===== src/rtl/dma_blit_pkg.sv =====
package dma_blit_pkg;

  localparam int CTL_W      = 11;
  localparam int CTL_REV16  = 0;
  localparam int CTL_REV8   = 1;
  localparam int CTL_SRC_LO = 2;
  localparam int CTL_WIDE   = 6;
  localparam int CTL_MASKED = 7;
  localparam int CTL_PATFIL = 10;

  typedef enum logic [1:0] {
    SRC_UP,
    SRC_DOWN,
    SRC_ZERO,
    SRC_ONES
  } src_mode_e;

  typedef enum logic [1:0] {
    PH_IDLE,
    PH_REQ,
    PH_RSP,
    PH_GEN
  } prod_phase_e;

  function automatic src_mode_e decode_src(input logic [3:0] code);
    case (code)
      4'h3:    return SRC_DOWN;
      4'h0:    return SRC_ZERO;
      4'hF:    return SRC_ONES;
      default: return SRC_UP;
    endcase
  endfunction

endpackage


===== src/rtl/dma_line_addr.sv =====
module dma_line_addr #(
  parameter int AW = 32,
  parameter int LW = 16
) (
  input  logic          clk,
  input  logic          rst_n,
  input  logic          load,
  input  logic [AW-1:0] base,
  input  logic [AW-1:0] pitch,
  input  logic [LW-1:0] line_len,
  input  logic          down,
  input  logic          step,
  output logic [AW-1:0] addr
);

  logic [AW-1:0] row_start;
  logic [AW-1:0] cur;
  logic [LW-1:0] col;
  logic          row_end;

  assign row_end = (col == line_len - LW'(1));
  assign addr    = cur;

  always_ff @(posedge clk or negedge rst_n) begin
    if (!rst_n) begin
      row_start <= '0;
      cur       <= '0;
      col       <= '0;
    end else if (load) begin
      row_start <= base;
      cur       <= base;
      col       <= '0;
    end else if (step) begin
      if (row_end) begin
        row_start <= row_start + pitch;
        cur       <= row_start + pitch;
        col       <= '0;
      end else begin
        cur <= down ? cur - AW'(1) : cur + AW'(1);
        col <= col + LW'(1);
      end
    end
  end

  // within a line the address moves by one per step
  property p_col_step_r1;
    @(posedge clk) disable iff (!rst_n)
      step && !load && !row_end && !down |=> addr == $past(addr) + AW'(1);
  endproperty
  a_col_step_r1: assert property (p_col_step_r1);

  // descending lines count down
  property p_col_down_r3;
    @(posedge clk) disable iff (!rst_n)
      step && !load && !row_end && down |=> addr == $past(addr) - AW'(1);
  endproperty
  a_col_down_r3: assert property (p_col_down_r3);

  // the last byte of a line leads to column zero of the next
  property p_row_wrap_r1;
    @(posedge clk) disable iff (!rst_n)
      step && !load && row_end |=> col == '0;
  endproperty
  a_row_wrap_r1: assert property (p_row_wrap_r1);

endmodule


===== src/rtl/dma_group_rev.sv =====
module dma_group_rev #(
  parameter int DEPTH = 16
) (
  input  logic                       clk,
  input  logic                       rst_n,
  input  logic                       clear,
  input  logic [$clog2(DEPTH):0]     grp_len,
  input  logic                       in_valid,
  output logic                       in_ready,
  input  logic [7:0]                 in_data,
  input  logic                       in_last,
  output logic                       out_valid,
  input  logic                       out_ready,
  output logic [7:0]                 out_data
);

  localparam int AIW = $clog2(DEPTH);
  localparam int GIW = AIW + 1;

  logic [7:0]     slot [DEPTH];
  logic [AIW-1:0] fill_cnt;
  logic [AIW-1:0] rd_idx;
  logic           draining;
  logic           grp_full;

  assign in_ready  = !draining && !clear;
  assign out_valid = draining;
  assign out_data  = slot[rd_idx];
  assign grp_full  = ({1'b0, fill_cnt} + GIW'(1)) == grp_len;

  always_ff @(posedge clk) begin
    if (in_valid && in_ready) slot[fill_cnt] <= in_data;
  end

  always_ff @(posedge clk or negedge rst_n) begin
    if (!rst_n) begin
      fill_cnt <= '0;
      rd_idx   <= '0;
      draining <= 1'b0;
    end else if (clear) begin
      fill_cnt <= '0;
      rd_idx   <= '0;
      draining <= 1'b0;
    end else if (draining) begin
      if (out_ready) begin
        if (rd_idx == '0) draining <= 1'b0;
        else              rd_idx   <= rd_idx - AIW'(1);
      end
    end else if (in_valid) begin
      if (grp_full || in_last) begin
        draining <= 1'b1;
        rd_idx   <= fill_cnt;
        fill_cnt <= '0;
      end else begin
        fill_cnt <= fill_cnt + AIW'(1);
      end
    end
  end

  // a group never collects more bytes than its length
  property p_no_overflow_r7;
    @(posedge clk) disable iff (!rst_n)
      in_valid && in_ready |-> ({1'b0, fill_cnt} < grp_len);
  endproperty
  a_no_overflow_r7: assert property (p_no_overflow_r7);

  // an offered byte stays put until taken
  property p_out_hold_r12;
    @(posedge clk) disable iff (!rst_n)
      out_valid && !out_ready && !clear |=> out_valid && $stable(out_data);
  endproperty
  a_out_hold_r12: assert property (p_out_hold_r12);

endmodule


===== src/rtl/dma_blit_engine.sv =====
module dma_blit_engine
  import dma_blit_pkg::*;
#(
  parameter int AW  = 32,
  parameter int CW  = 24,
  parameter int LW  = 16,
  parameter int GRP = 16
) (
  input  logic                clk,
  input  logic                rst_n,
  input  logic [CTL_W-1:0]    cfg_ctrl,
  input  logic [LW-1:0]       cfg_line,
  input  logic [AW-1:0]       cfg_src_pitch,
  input  logic [AW-1:0]       cfg_dst_pitch,
  input  logic [CW-1:0]       cfg_total_m1,
  input  logic [AW-1:0]       cfg_src_addr,
  input  logic [AW-1:0]       cfg_dst_addr,
  input  logic [15:0]         cfg_pattern,
  input  logic                start,
  input  logic                stop,
  output logic                busy,
  output logic                done_irq,
  output logic [CW-1:0]       cnt_left,
  output logic [AW-1:0]       cur_src,
  output logic [AW-1:0]       cur_dst,
  output logic                rd_req_valid,
  input  logic                rd_req_ready,
  output logic [AW-1:0]       rd_req_addr,
  input  logic                rd_rsp_valid,
  output logic                rd_rsp_ready,
  input  logic [7:0]          rd_rsp_data,
  output logic                wr_valid,
  input  logic                wr_ready,
  output logic [AW-1:0]       wr_addr,
  output logic [7:0]          wr_data
);

  localparam int GIW = $clog2(GRP) + 1;

  // latched job settings
  logic [LW-1:0]  line_q;
  logic [AW-1:0]  spitch_q, dpitch_q;
  logic [15:0]    pat_q;
  src_mode_e      smode_q;
  logic           patfill_q, wide_q, copy_q;
  logic [GIW-1:0] glen_q;

  // run state
  prod_phase_e    ph;
  logic [CW-1:0]  prod_left;
  logic           odd_q;
  logic           busy_q, irq_q;
  logic [CW-1:0]  cnt_q;

  logic           start_go, stop_go, wr_hs, rd_hs, final_wr;
  src_mode_e      smode_d;
  logic           copy_d;
  logic [GIW-1:0] glen_d;
  logic [7:0]     made_byte;

  logic           bi_valid, bi_ready, bi_last, bi_hs;
  logic [7:0]     bi_data, bo_data;
  logic           bo_valid;

  assign start_go = start && !busy_q;
  assign stop_go  = stop && busy_q;
  assign wr_hs    = wr_valid && wr_ready;
  assign rd_hs    = rd_req_valid && rd_req_ready;
  assign final_wr = busy_q && wr_hs && (cnt_q == '0);

  assign smode_d = decode_src(cfg_ctrl[CTL_SRC_LO +: 4]);
  assign copy_d  = !cfg_ctrl[CTL_PATFIL] && (smode_d == SRC_UP || smode_d == SRC_DOWN);
  assign glen_d  = cfg_ctrl[CTL_REV16] ? GIW'(GRP) :
                   cfg_ctrl[CTL_REV8]  ? GIW'(GRP / 2) : GIW'(1);

  always_comb begin
    if (patfill_q)                made_byte = (wide_q && odd_q) ? pat_q[15:8] : pat_q[7:0];
    else if (smode_q == SRC_ONES) made_byte = 8'hFF;
    else                          made_byte = 8'h00;
  end

  always_ff @(posedge clk or negedge rst_n) begin
    if (!rst_n) begin
      line_q    <= '0;
      spitch_q  <= '0;
      dpitch_q  <= '0;
      pat_q     <= '0;
      smode_q   <= SRC_UP;
      patfill_q <= 1'b0;
      wide_q    <= 1'b0;
      copy_q    <= 1'b0;
      glen_q    <= GIW'(1);
    end else if (start_go) begin
      line_q    <= cfg_line;
      spitch_q  <= cfg_src_pitch;
      dpitch_q  <= cfg_dst_pitch;
      pat_q     <= cfg_pattern;
      smode_q   <= smode_d;
      patfill_q <= cfg_ctrl[CTL_PATFIL];
      wide_q    <= cfg_ctrl[CTL_WIDE];
      copy_q    <= copy_d;
      glen_q    <= glen_d;
    end
  end

  // byte producer: reads or makes one byte at a time
  assign bi_hs = bi_valid && bi_ready;

  always_ff @(posedge clk or negedge rst_n) begin
    if (!rst_n) begin
      ph        <= PH_IDLE;
      prod_left <= '0;
      odd_q     <= 1'b0;
    end else if (start_go) begin
      ph        <= copy_d ? PH_REQ : PH_GEN;
      prod_left <= cfg_total_m1;
      odd_q     <= 1'b0;
    end else if (stop_go) begin
      ph <= PH_IDLE;
    end else begin
      case (ph)
        PH_REQ: if (rd_req_ready) ph <= PH_RSP;
        PH_RSP, PH_GEN: begin
          if (bi_hs) begin
            odd_q <= ~odd_q;
            if (prod_left == '0) begin
              ph <= PH_IDLE;
            end else begin
              prod_left <= prod_left - CW'(1);
              ph        <= copy_q ? PH_REQ : PH_GEN;
            end
          end
        end
        default: ;
      endcase
    end
  end

  assign rd_req_valid = busy_q && (ph == PH_REQ);
  assign rd_req_addr  = cur_src;
  assign rd_rsp_ready = (ph == PH_RSP) ? bi_ready : !busy_q;
  assign bi_valid     = (ph == PH_GEN) || (ph == PH_RSP && rd_rsp_valid);
  assign bi_data      = (ph == PH_RSP) ? rd_rsp_data : made_byte;
  assign bi_last      = (prod_left == '0);

  dma_line_addr #(.AW(AW), .LW(LW)) u_src_addr (
    .clk      (clk),
    .rst_n    (rst_n),
    .load     (start_go),
    .base     (cfg_src_addr),
    .pitch    (spitch_q),
    .line_len (line_q),
    .down     (smode_q == SRC_DOWN),
    .step     (rd_hs),
    .addr     (cur_src)
  );

  dma_line_addr #(.AW(AW), .LW(LW)) u_dst_addr (
    .clk      (clk),
    .rst_n    (rst_n),
    .load     (start_go),
    .base     (cfg_dst_addr),
    .pitch    (dpitch_q),
    .line_len (line_q),
    .down     (1'b0),
    .step     (busy_q && wr_hs),
    .addr     (cur_dst)
  );

  dma_group_rev #(.DEPTH(GRP)) u_group_rev (
    .clk       (clk),
    .rst_n     (rst_n),
    .clear     (stop_go),
    .grp_len   (glen_q),
    .in_valid  (bi_valid),
    .in_ready  (bi_ready),
    .in_data   (bi_data),
    .in_last   (bi_last),
    .out_valid (bo_valid),
    .out_ready (wr_ready),
    .out_data  (bo_data)
  );

  assign wr_valid = bo_valid;
  assign wr_addr  = cur_dst;
  assign wr_data  = bo_data;

  // job state: busy, count, done pulse
  always_ff @(posedge clk or negedge rst_n) begin
    if (!rst_n) begin
      busy_q <= 1'b0;
      irq_q  <= 1'b0;
      cnt_q  <= '1;
    end else begin
      irq_q <= final_wr;
      if (start_go) begin
        busy_q <= 1'b1;
        cnt_q  <= cfg_total_m1;
      end else begin
        if (busy_q && wr_hs) cnt_q <= cnt_q - CW'(1);
        if (final_wr || stop_go) busy_q <= 1'b0;
      end
    end
  end

  assign busy     = busy_q;
  assign done_irq = irq_q;
  assign cnt_left = cnt_q;

  // the done pulse lasts one cycle
  property p_irq_single_r10;
    @(posedge clk) disable iff (!rst_n) done_irq |=> !done_irq;
  endproperty
  a_irq_single_r10: assert property (p_irq_single_r10);

  // the pulse follows a busy cycle and finds the engine idle
  property p_irq_after_busy_r10;
    @(posedge clk) disable iff (!rst_n) done_irq |-> !busy && $past(busy);
  endproperty
  a_irq_after_busy_r10: assert property (p_irq_after_busy_r10);

  // the count is spent when the pulse appears
  property p_cnt_spent_r2;
    @(posedge clk) disable iff (!rst_n) done_irq |-> cnt_left == '1;
  endproperty
  a_cnt_spent_r2: assert property (p_cnt_spent_r2);

  // fill jobs never request reads
  property p_no_read_fill_r4;
    @(posedge clk) disable iff (!rst_n) busy && !copy_q |-> !rd_req_valid;
  endproperty
  a_no_read_fill_r4: assert property (p_no_read_fill_r4);

  // stop ends the job at the next edge
  property p_stop_idle_r9;
    @(posedge clk) disable iff (!rst_n) stop && busy |=> !busy;
  endproperty
  a_stop_idle_r9: assert property (p_stop_idle_r9);

  // a waiting write keeps address and data
  property p_wr_hold_r12;
    @(posedge clk) disable iff (!rst_n)
      wr_valid && !wr_ready && !stop |=> wr_valid && $stable(wr_addr) && $stable(wr_data);
  endproperty
  a_wr_hold_r12: assert property (p_wr_hold_r12);

  // a waiting read request keeps its address
  property p_rd_hold_r12;
    @(posedge clk) disable iff (!rst_n)
      rd_req_valid && !rd_req_ready && !stop |=> rd_req_valid && $stable(rd_req_addr);
  endproperty
  a_rd_hold_r12: assert property (p_rd_hold_r12);

endmodule


===== config.mk =====
export PLATFORM = sky130hd
export DESIGN_NAME = dma_blit_engine
export DESIGN_NICKNAME = d
export VERILOG_FILES = /design/src/rtl/dma_blit_pkg.sv /design/src/rtl/dma_line_addr.sv /design/src/rtl/dma_group_rev.sv /design/src/rtl/dma_blit_engine.sv
export SDC_FILE = /design/constraint.sdc
export NUM_CORES = 1
export LEC_CHECK = 0
export BUFFER_PORTS_ARGS = -buffer_cell sky130_fd_sc_hd__buf_4
export CAP_MARGIN = 10
export CORE_UTILIZATION = 58
export CTS_BUF_LIST = sky130_fd_sc_hd__clkbuf_8
export DETAILED_ROUTE_END_ITERATION = 6
export PLACE_DENSITY_LB_ADDON = 0.15
export SLEW_MARGIN = 10
export SYNTH_ARGS = -nofsm -noshare
export SYNTH_HDL_FRONTEND = slang
export SYNTH_SLANG_ARGS = --single-unit

===== constraint.sdc =====
create_clock -name clk -period 6 [get_ports clk]
set_input_delay 0.9 -clock clk [delete_from_list [all_inputs] [get_ports clk]]
set_output_delay 0.9 -clock clk [all_outputs]
set_load 0.1 [all_outputs]

==> results of run 1 <==
-- Yosys cell counts (51+ instances only) --
cell type,n
nand2_1,497
dfrtp_1,301
nor2_1,261
a21oi_1,193
o21ai_0,143
edfxtp_1,128
clkbuf_1,113
xnor2_1,97
nand3_1,77
ha_1,76
xor2_1,72
buf_4,69
nor3_1,64
o22ai_1,56
a31oi_1,51
-- sequential cells by signal, indices dropped and copies added (netlist names), 2 cells and up --
signal,cells
u_group_rev.slot,128
dpitch_q,32
spitch_q,32
u_dst_addr.addr,32
u_dst_addr.row_start,32
u_src_addr.addr,32
u_src_addr.row_start,32
cnt_left,24
prod_left,24
line_q,16
pat_q,16
u_dst_addr.col,16
u_src_addr.col,16
u_group_rev.fill_cnt,4
u_group_rev.rd_idx,4
glen_q,3
ph,2
smode_q,2
-- worst max-delay path, stage by stage, from the launching register on --
cell	delay (ns)
dfrtp_1	0.53
nor4_2	1.00
nand4_1	0.44
xor2_1	0.34
o211ai_1	0.14
nor4_1	0.44
nand4_1	0.41
nand2_1	0.63
buf_4	0.30
nor2_1	0.07
a311oi_1	0.23
-- stage by stage --
stage	hold slack, ns	instance area (sq um)
2_1_floorplan	0.438	27200
3_3_place_gp	0.458	29900
3_5_place_dp	0.464	29900
4_1_cts	0.276	31400
5_1_grt	0.279	31400
6_report	0.240	31400
-- report_power, final --
group          leakage (nW)  switching, W  internal, W  total, W
clock network         0.893       0.00133      0.00132   0.00265
registers              5.06      0.000839      0.00390   0.00474
logic                  7.61       0.00536      0.00216   0.00751
-- cell families (layout without fill, tap and decap cells) --
group / count (synthesis) / count (layout) / synth area share (%)
other: 0 / 1 / 0
AND/OR/NAND/NOR: 1206 / 1206 / 20.8
multiplexers: 68 / 68 / 3.27
XOR/XNOR: 172 / 172 / 5.69
adder cells (fa/ha/maj): 78 / 78 / 3.64
AO/OA/AOI/OAI: 740 / 740 / 17.5
flip-flops: 454 / 454 / 44.2
buffers and inverters: 272 / 582 / 4.87
-- how the worst max path moves through the flow --
stage / cells past startpoint / to / slack (ns)
after global placement: 12 / u_src_addr.row_start[21]$_DFFE_PN0P_ / 1.48
after global routing: 12 / u_src_addr.row_start[21]$_DFFE_PN0P_ / 0.92
final: 10 / u_src_addr.row_start[21]$_DFFE_PN0P_ / 1.37
after floorplan: 16 / u_src_addr.addr[28]$_DFFE_PN0P_ / 1.78
after detailed placement: 12 / u_src_addr.row_start[21]$_DFFE_PN0P_ / 1.46
after CTS: 12 / u_src_addr.row_start[21]$_DFFE_PN0P_ / 1.47
-- final cells by class --
class	instances	area share, %
diodes	1	0.00798
multi-input cells	2264	44.4
inverters	39	0.467
clock buffers	85	3.73
flip-flops and latches	454	38.4
repair buffers	402	9.77
clock inverters	56	0.882
well taps	607	2.42
-- layer usage --
layer / GRT usage (%) / vias to the layer above
met3: 6.15 / 200
met5: 0 / -
li1: - / 11300
met4: 13.5 / 2
met2: 53.7 / 1105
met1: 44.2 / 11800
==> flow_metrics.tcl, run 1 <==
set metrics [dict create \
    die_w_um 219 \
    core_area_sq_um 46500 \
    setup_viol 0 \
    clk_pin_slew_ns 0.06 \
    synth_edf_count 128 \
    ys_warn_count 0 \
    cts-root-buf "clkbuf_8" \
    numCtsBuffers 78 \
    drt-total-wl_um 80200 \
    post-place-ws_ns 1.46 \
    tns_ns 0 \
    wl_met1_um 33700 \
    grt_pass1_wl_um 126000 \
    vdd_drop_max_uv 715 \
    leakagePower_nw 13.6 \
    end_kind "flop" \
    cp_data_arrival_time_ns 5.20 \
    postCtsHoldBufs 0 \
    die_h_um 219 \
    synth_cell_types 92 \
    power_density_nw_per_um2 475 \
    overflow 0 \
    cts_sinks 454 \
    fmax_ghz 0.216 \
    nNetsFinal 3527 \
    r2r_setup_slack_ns 1.37 \
    drv_slew 0 \
    boundaryPins 375 \
    drc 0 \
    portBuffers 371 \
    outcome "completed" \
    cts_tree "yes" \
    synth-seq-cells 454 \
    yosys-top-cells-area "dfrtp_1 28%, edfxtp_1 14%, nand2_1 6.8%" \
    finalNonFillerCells 3908 \
    rr_worst_depth 10 \
    start_util_pct 58.6 \
    fin_crit_sh_pct 77.2 \
    multiInputGateArea_sq_um 13900 \
    startpoint_type "flop" \
    nFillCells 3808 \
    max_slew_margin_pct 15.0 \
    gp_congestion 0.947 \
    htree_levels 3 \
    crit_required_ns 6.57 \
    ant_nets 0 \
    yosysTopAreaCell "dfrtp_1" \
    fin_worst_skew_ns 0.0411 \
    final_common_cell "nand2_1" \
    routed-via-count 24400 \
    dieArea_sq_um 47800 \
    worst_slack_ns 1.37 \
    routed.top_layer "met5" \
    clk_latency_ns 0.68 \
    final_cell_mix "497 x nand2_1, 398 x buf_4, 300 x dfrtp_1, 261 x nor2_1, 193 x a21oi_1" \
    synthCells 2990 \
    drtPass1Iterations 5 \
    crit_type "flop to flop" \
    place_inst 3766 \
    rows 79 \
    grt_start_max_net_pins 177 \
    period_needed_ns 4.63 \
    ys_seq_area_share_pct 44.2 \
    area_growth_pct 15.2 \
    wl_met3_um 6240 \
    worst_pin_slew_ns 1.27 \
    synth_flop_cell "dfrtp_1" \
    finalHoldViolations 0 \
    synth.top_cell.area_share_pct 27.7 \
    async_reset_ff_share_pct 71.8 \
    grt_pass1_vias 23700 \
    dp_hpwl_um 55800 \
    power_w 0.0149 \
    antenna_found_initial 2 \
    cap_violations 0 \
    drt_iter0_markers 2330 \
    postCtsSetupBuffers 0 \
    grt_usage_pct 33.3 \
    syn_area_sq_um 27200 \
    clk_path_buf_depth 3 \
    cts_resized 0 \
    worstPathMaxFanout 13 \
    wl_met2_um 37400 \
    reg2reg_to "u_src_addr.row_start[21]$_DFFE_PN0P_" \
    hold_class "primary input to asynchronous set/reset pin" \
    seq_area_sq_um 12000 \
    drive_gt1_share_pct 18.2 \
    rsz0062_at_grt "no" \
    r2r-start "line_q[5]$_DFFE_PN0P_" \
    avgViaCountPerCell 6.25 \
    synth.avg_cell_area_sq_um 9.11 \
    syn_nets 3278 \
    cp-startpoint "line_q[5]$_DFFE_PN0P_" \
    wl_per_cell_um 20.5 \
    fin_util_pct 67.5 \
]
No activity file was read; power rests on OpenSTA's default activity.
==> run 2, diff against run 1 <==
==> constraint.sdc (replaced) <==
create_clock -name clk -period 4.6 [get_ports clk]
set_input_delay 0.69 -clock clk [delete_from_list [all_inputs] [get_ports clk]]
set_output_delay 0.69 -clock clk [all_outputs]
set_load 0.1 [all_outputs]
==> flow_metrics.tcl, run 2 (same netlist as run 1, synthesis figures left out) <==
set metrics [dict create \
    power_w 0.0194 \
    min_from "cfg_ctrl[1]" \
    end_kind "output pin" \
    largest_register "u_group_rev.slot" \
    startpoint_type "flop" \
    largest_register_ffs 128 \
    rr_worst_depth 13 \
    drv_slew 0 \
    worstPathMaxFanout 37 \
    final_cell_mix "497 x nand2_1, 421 x buf_4, 300 x dfrtp_1, 261 x nor2_1, 193 x a21oi_1" \
    clk_path_buf_depth 3 \
    nFillCells 3767 \
    cts_sinks 454 \
    die_h_um 219 \
    internal_power_w 0.00970 \
    start_util_pct 58.6 \
    power_frac_comb_pct 50.5 \
    antenna_found_initial 3 \
    hold_class "primary input to flop" \
    holdPathEnd "glen_q[0]$_DFFE_PN1P_" \
    drt-total-wl_um 79900 \
    avgViaCountPerCell 6.24 \
    pwr-share-seq_pct 31.8 \
    portBuffers 371 \
    final_common_cell "nand2_1" \
    overflow 0 \
    clk_latency_ns 0.67 \
    tns_ns 0 \
    nNetsFinal 3550 \
    drtPass1Iterations 6 \
    rsz0062_at_grt "no" \
    diodes 0 \
    postCtsSetupBuffers 0 \
    whs_ns 0.189 \
    rows 79 \
    outcome "completed" \
    period_needed_ns 4.08 \
    worst_slack_ns 0.522 \
    max_slew_margin_pct 15.7 \
    cap_violations 0 \
    dp_hpwl_um 57100 \
    htree_levels 3 \
    leakagePower_nw 13.6 \
    drc 0 \
    grt_pass1_wl_um 126000 \
    grt_start_max_net_pins 109 \
    ant_nets 0 \
    vdd_drop_max_uv 856 \
    multiInputGateArea_sq_um 13900 \
    gp_congestion 0.950 \
    min_path_cells 2 \
    reg2reg_to "u_dst_addr.addr[24]$_DFFE_PN0P_" \
    clk_pin_slew_ns 0.07 \
    power_density_nw_per_um2 616 \
    p_sw_share_pct 50.1 \
    crit_type "flop to output pin" \
    numCtsBuffers 77 \
    boundaryPins 375 \
    setup_viol 0 \
    fin_crit_sh_pct 88.7 \
    routed-via-count 24500 \
    cts_tree "yes" \
    area_growth_pct 15.8 \
    cts_resized 0 \
    wl_per_cell_um 20.4 \
    clock_power_share_pct 17.7 \
    die_w_um 219 \
    crit_required_ns 3.91 \
    post-place-ws_ns 0.647 \
    r2r_setup_slack_ns 0.55 \
    fin_worst_skew_ns 0.0428 \
    grt_pass1_vias 23400 \
    seq_area_sq_um 12000 \
    drive_gt1_share_pct 18.6 \
    p_switching_w 0.00974 \
    worst_pin_slew_ns 1.25 \
    dieArea_sq_um 47800 \
    fmax_ghz 0.245 \
    r2r-start "line_q[0]$_DFFE_PN0P_" \
    grt_usage_pct 33.3 \
    core_area_sq_um 46500 \
    cp_data_arrival_time_ns 3.39 \
    drt_iter0_markers 1927 \
    finalHoldViolations 0 \
    fin_util_pct 67.9 \
    cts-root-buf "clkbuf_8" \
]
[run 2: cell types whose count changed in the layout (fill, tap and decap cells not counted)]
| cell | delta |
|---|---|
| clkbuf_8 | +4 |
| diode_2 | -1 |
| clkinvlp_4 | +1 |
| dlygate4sd3_1 | +1 |
| inv_1 | -6 |
| nor3_2 | -1 |
| inv_6 | -1 |
| buf_4 | +23 |
| inv_12 | -1 |
| clkinv_2 | -6 |
| nor3_1 | +1 |
| clkinv_1 | +4 |
[run 2: timing repair]
action | in CTS | in global routing
setup endpoints to repair | 0 | 0
hold buffers | 1 | 0
hold endpoints to repair | 48 | 0
[run 2: final cells by class]
cell class | count | share of cell area [%]
inverter | 39 | 0.464
timing repair buffer | 426 | 10.3
clock buffer | 89 | 3.88
sequential | 454 | 38.2
multi-input combinational | 2264 | 44.1
tap | 607 | 2.41
clock inverter | 47 | 0.702
[run 2: worst max-delay path by stage]
stage,slack (ns),startpoint,end
floorplan,0.38,smode_q[1]$_DFFE_PN0P_,u_src_addr.addr[28]$_DFFE_PN0P_
global placement,0.65,line_q[0]$_DFFE_PN0P_,u_dst_addr.addr[24]$_DFFE_PN0P_
detailed placement,0.65,line_q[0]$_DFFE_PN0P_,u_dst_addr.addr[24]$_DFFE_PN0P_
CTS,0.45,u_group_rev.rd_idx[0]$_DFFE_PN0P_,wr_data[6]
global route,0.22,line_q[0]$_DFFE_PN0P_,u_src_addr.col[8]$_DFFE_PN0P_
finish,0.52,u_group_rev.rd_idx[0]$_DFFE_PN0P_,wr_data[6]
[run 2: critical path: stages, from the launching register on]
cell and delay, ns:
dfrtp_2 1.11, buf_4 0.43, mux2i_1 0.13, a221oi_1 0.47
a22oi_1 0.19, nand2_1 0.09, buf_4 0.28
[run 2: through the flow]
stage / area [sq um] / instances
floorplan: 27200 / 2990
global placement: 30100 / 3789
detailed placement: 30100 / 3789
CTS: 31500 / 3926
global route: 31500 / 3926
finish: 31500 / 3926
[run 2: power by group through the flow]
stage / combinational, W / sequential, W / clock (W)
detailed placement: 0.00970 / 0.00622 / 0
CTS: 0.00975 / 0.00615 / 0.00349
global route: 0.0104 / 0.00630 / 0.00366
global placement: 0.00954 / 0.00617 / 0
floorplan: 0.00643 / 0.00728 / 0
finish: 0.00982 / 0.00618 / 0.00344
[run 2: per-layer routing]
layer,GRT usage [%],wire length (um),vias to the layer above,share of wire (%)
li1,-,-,11300,-
met1,45.1,33800,11900,42
met2,53.3,37600,1082,47
met3,5.65,5650,200,7.1
met4,12.9,2860,6,3.6
met5,0,40,-,0.050
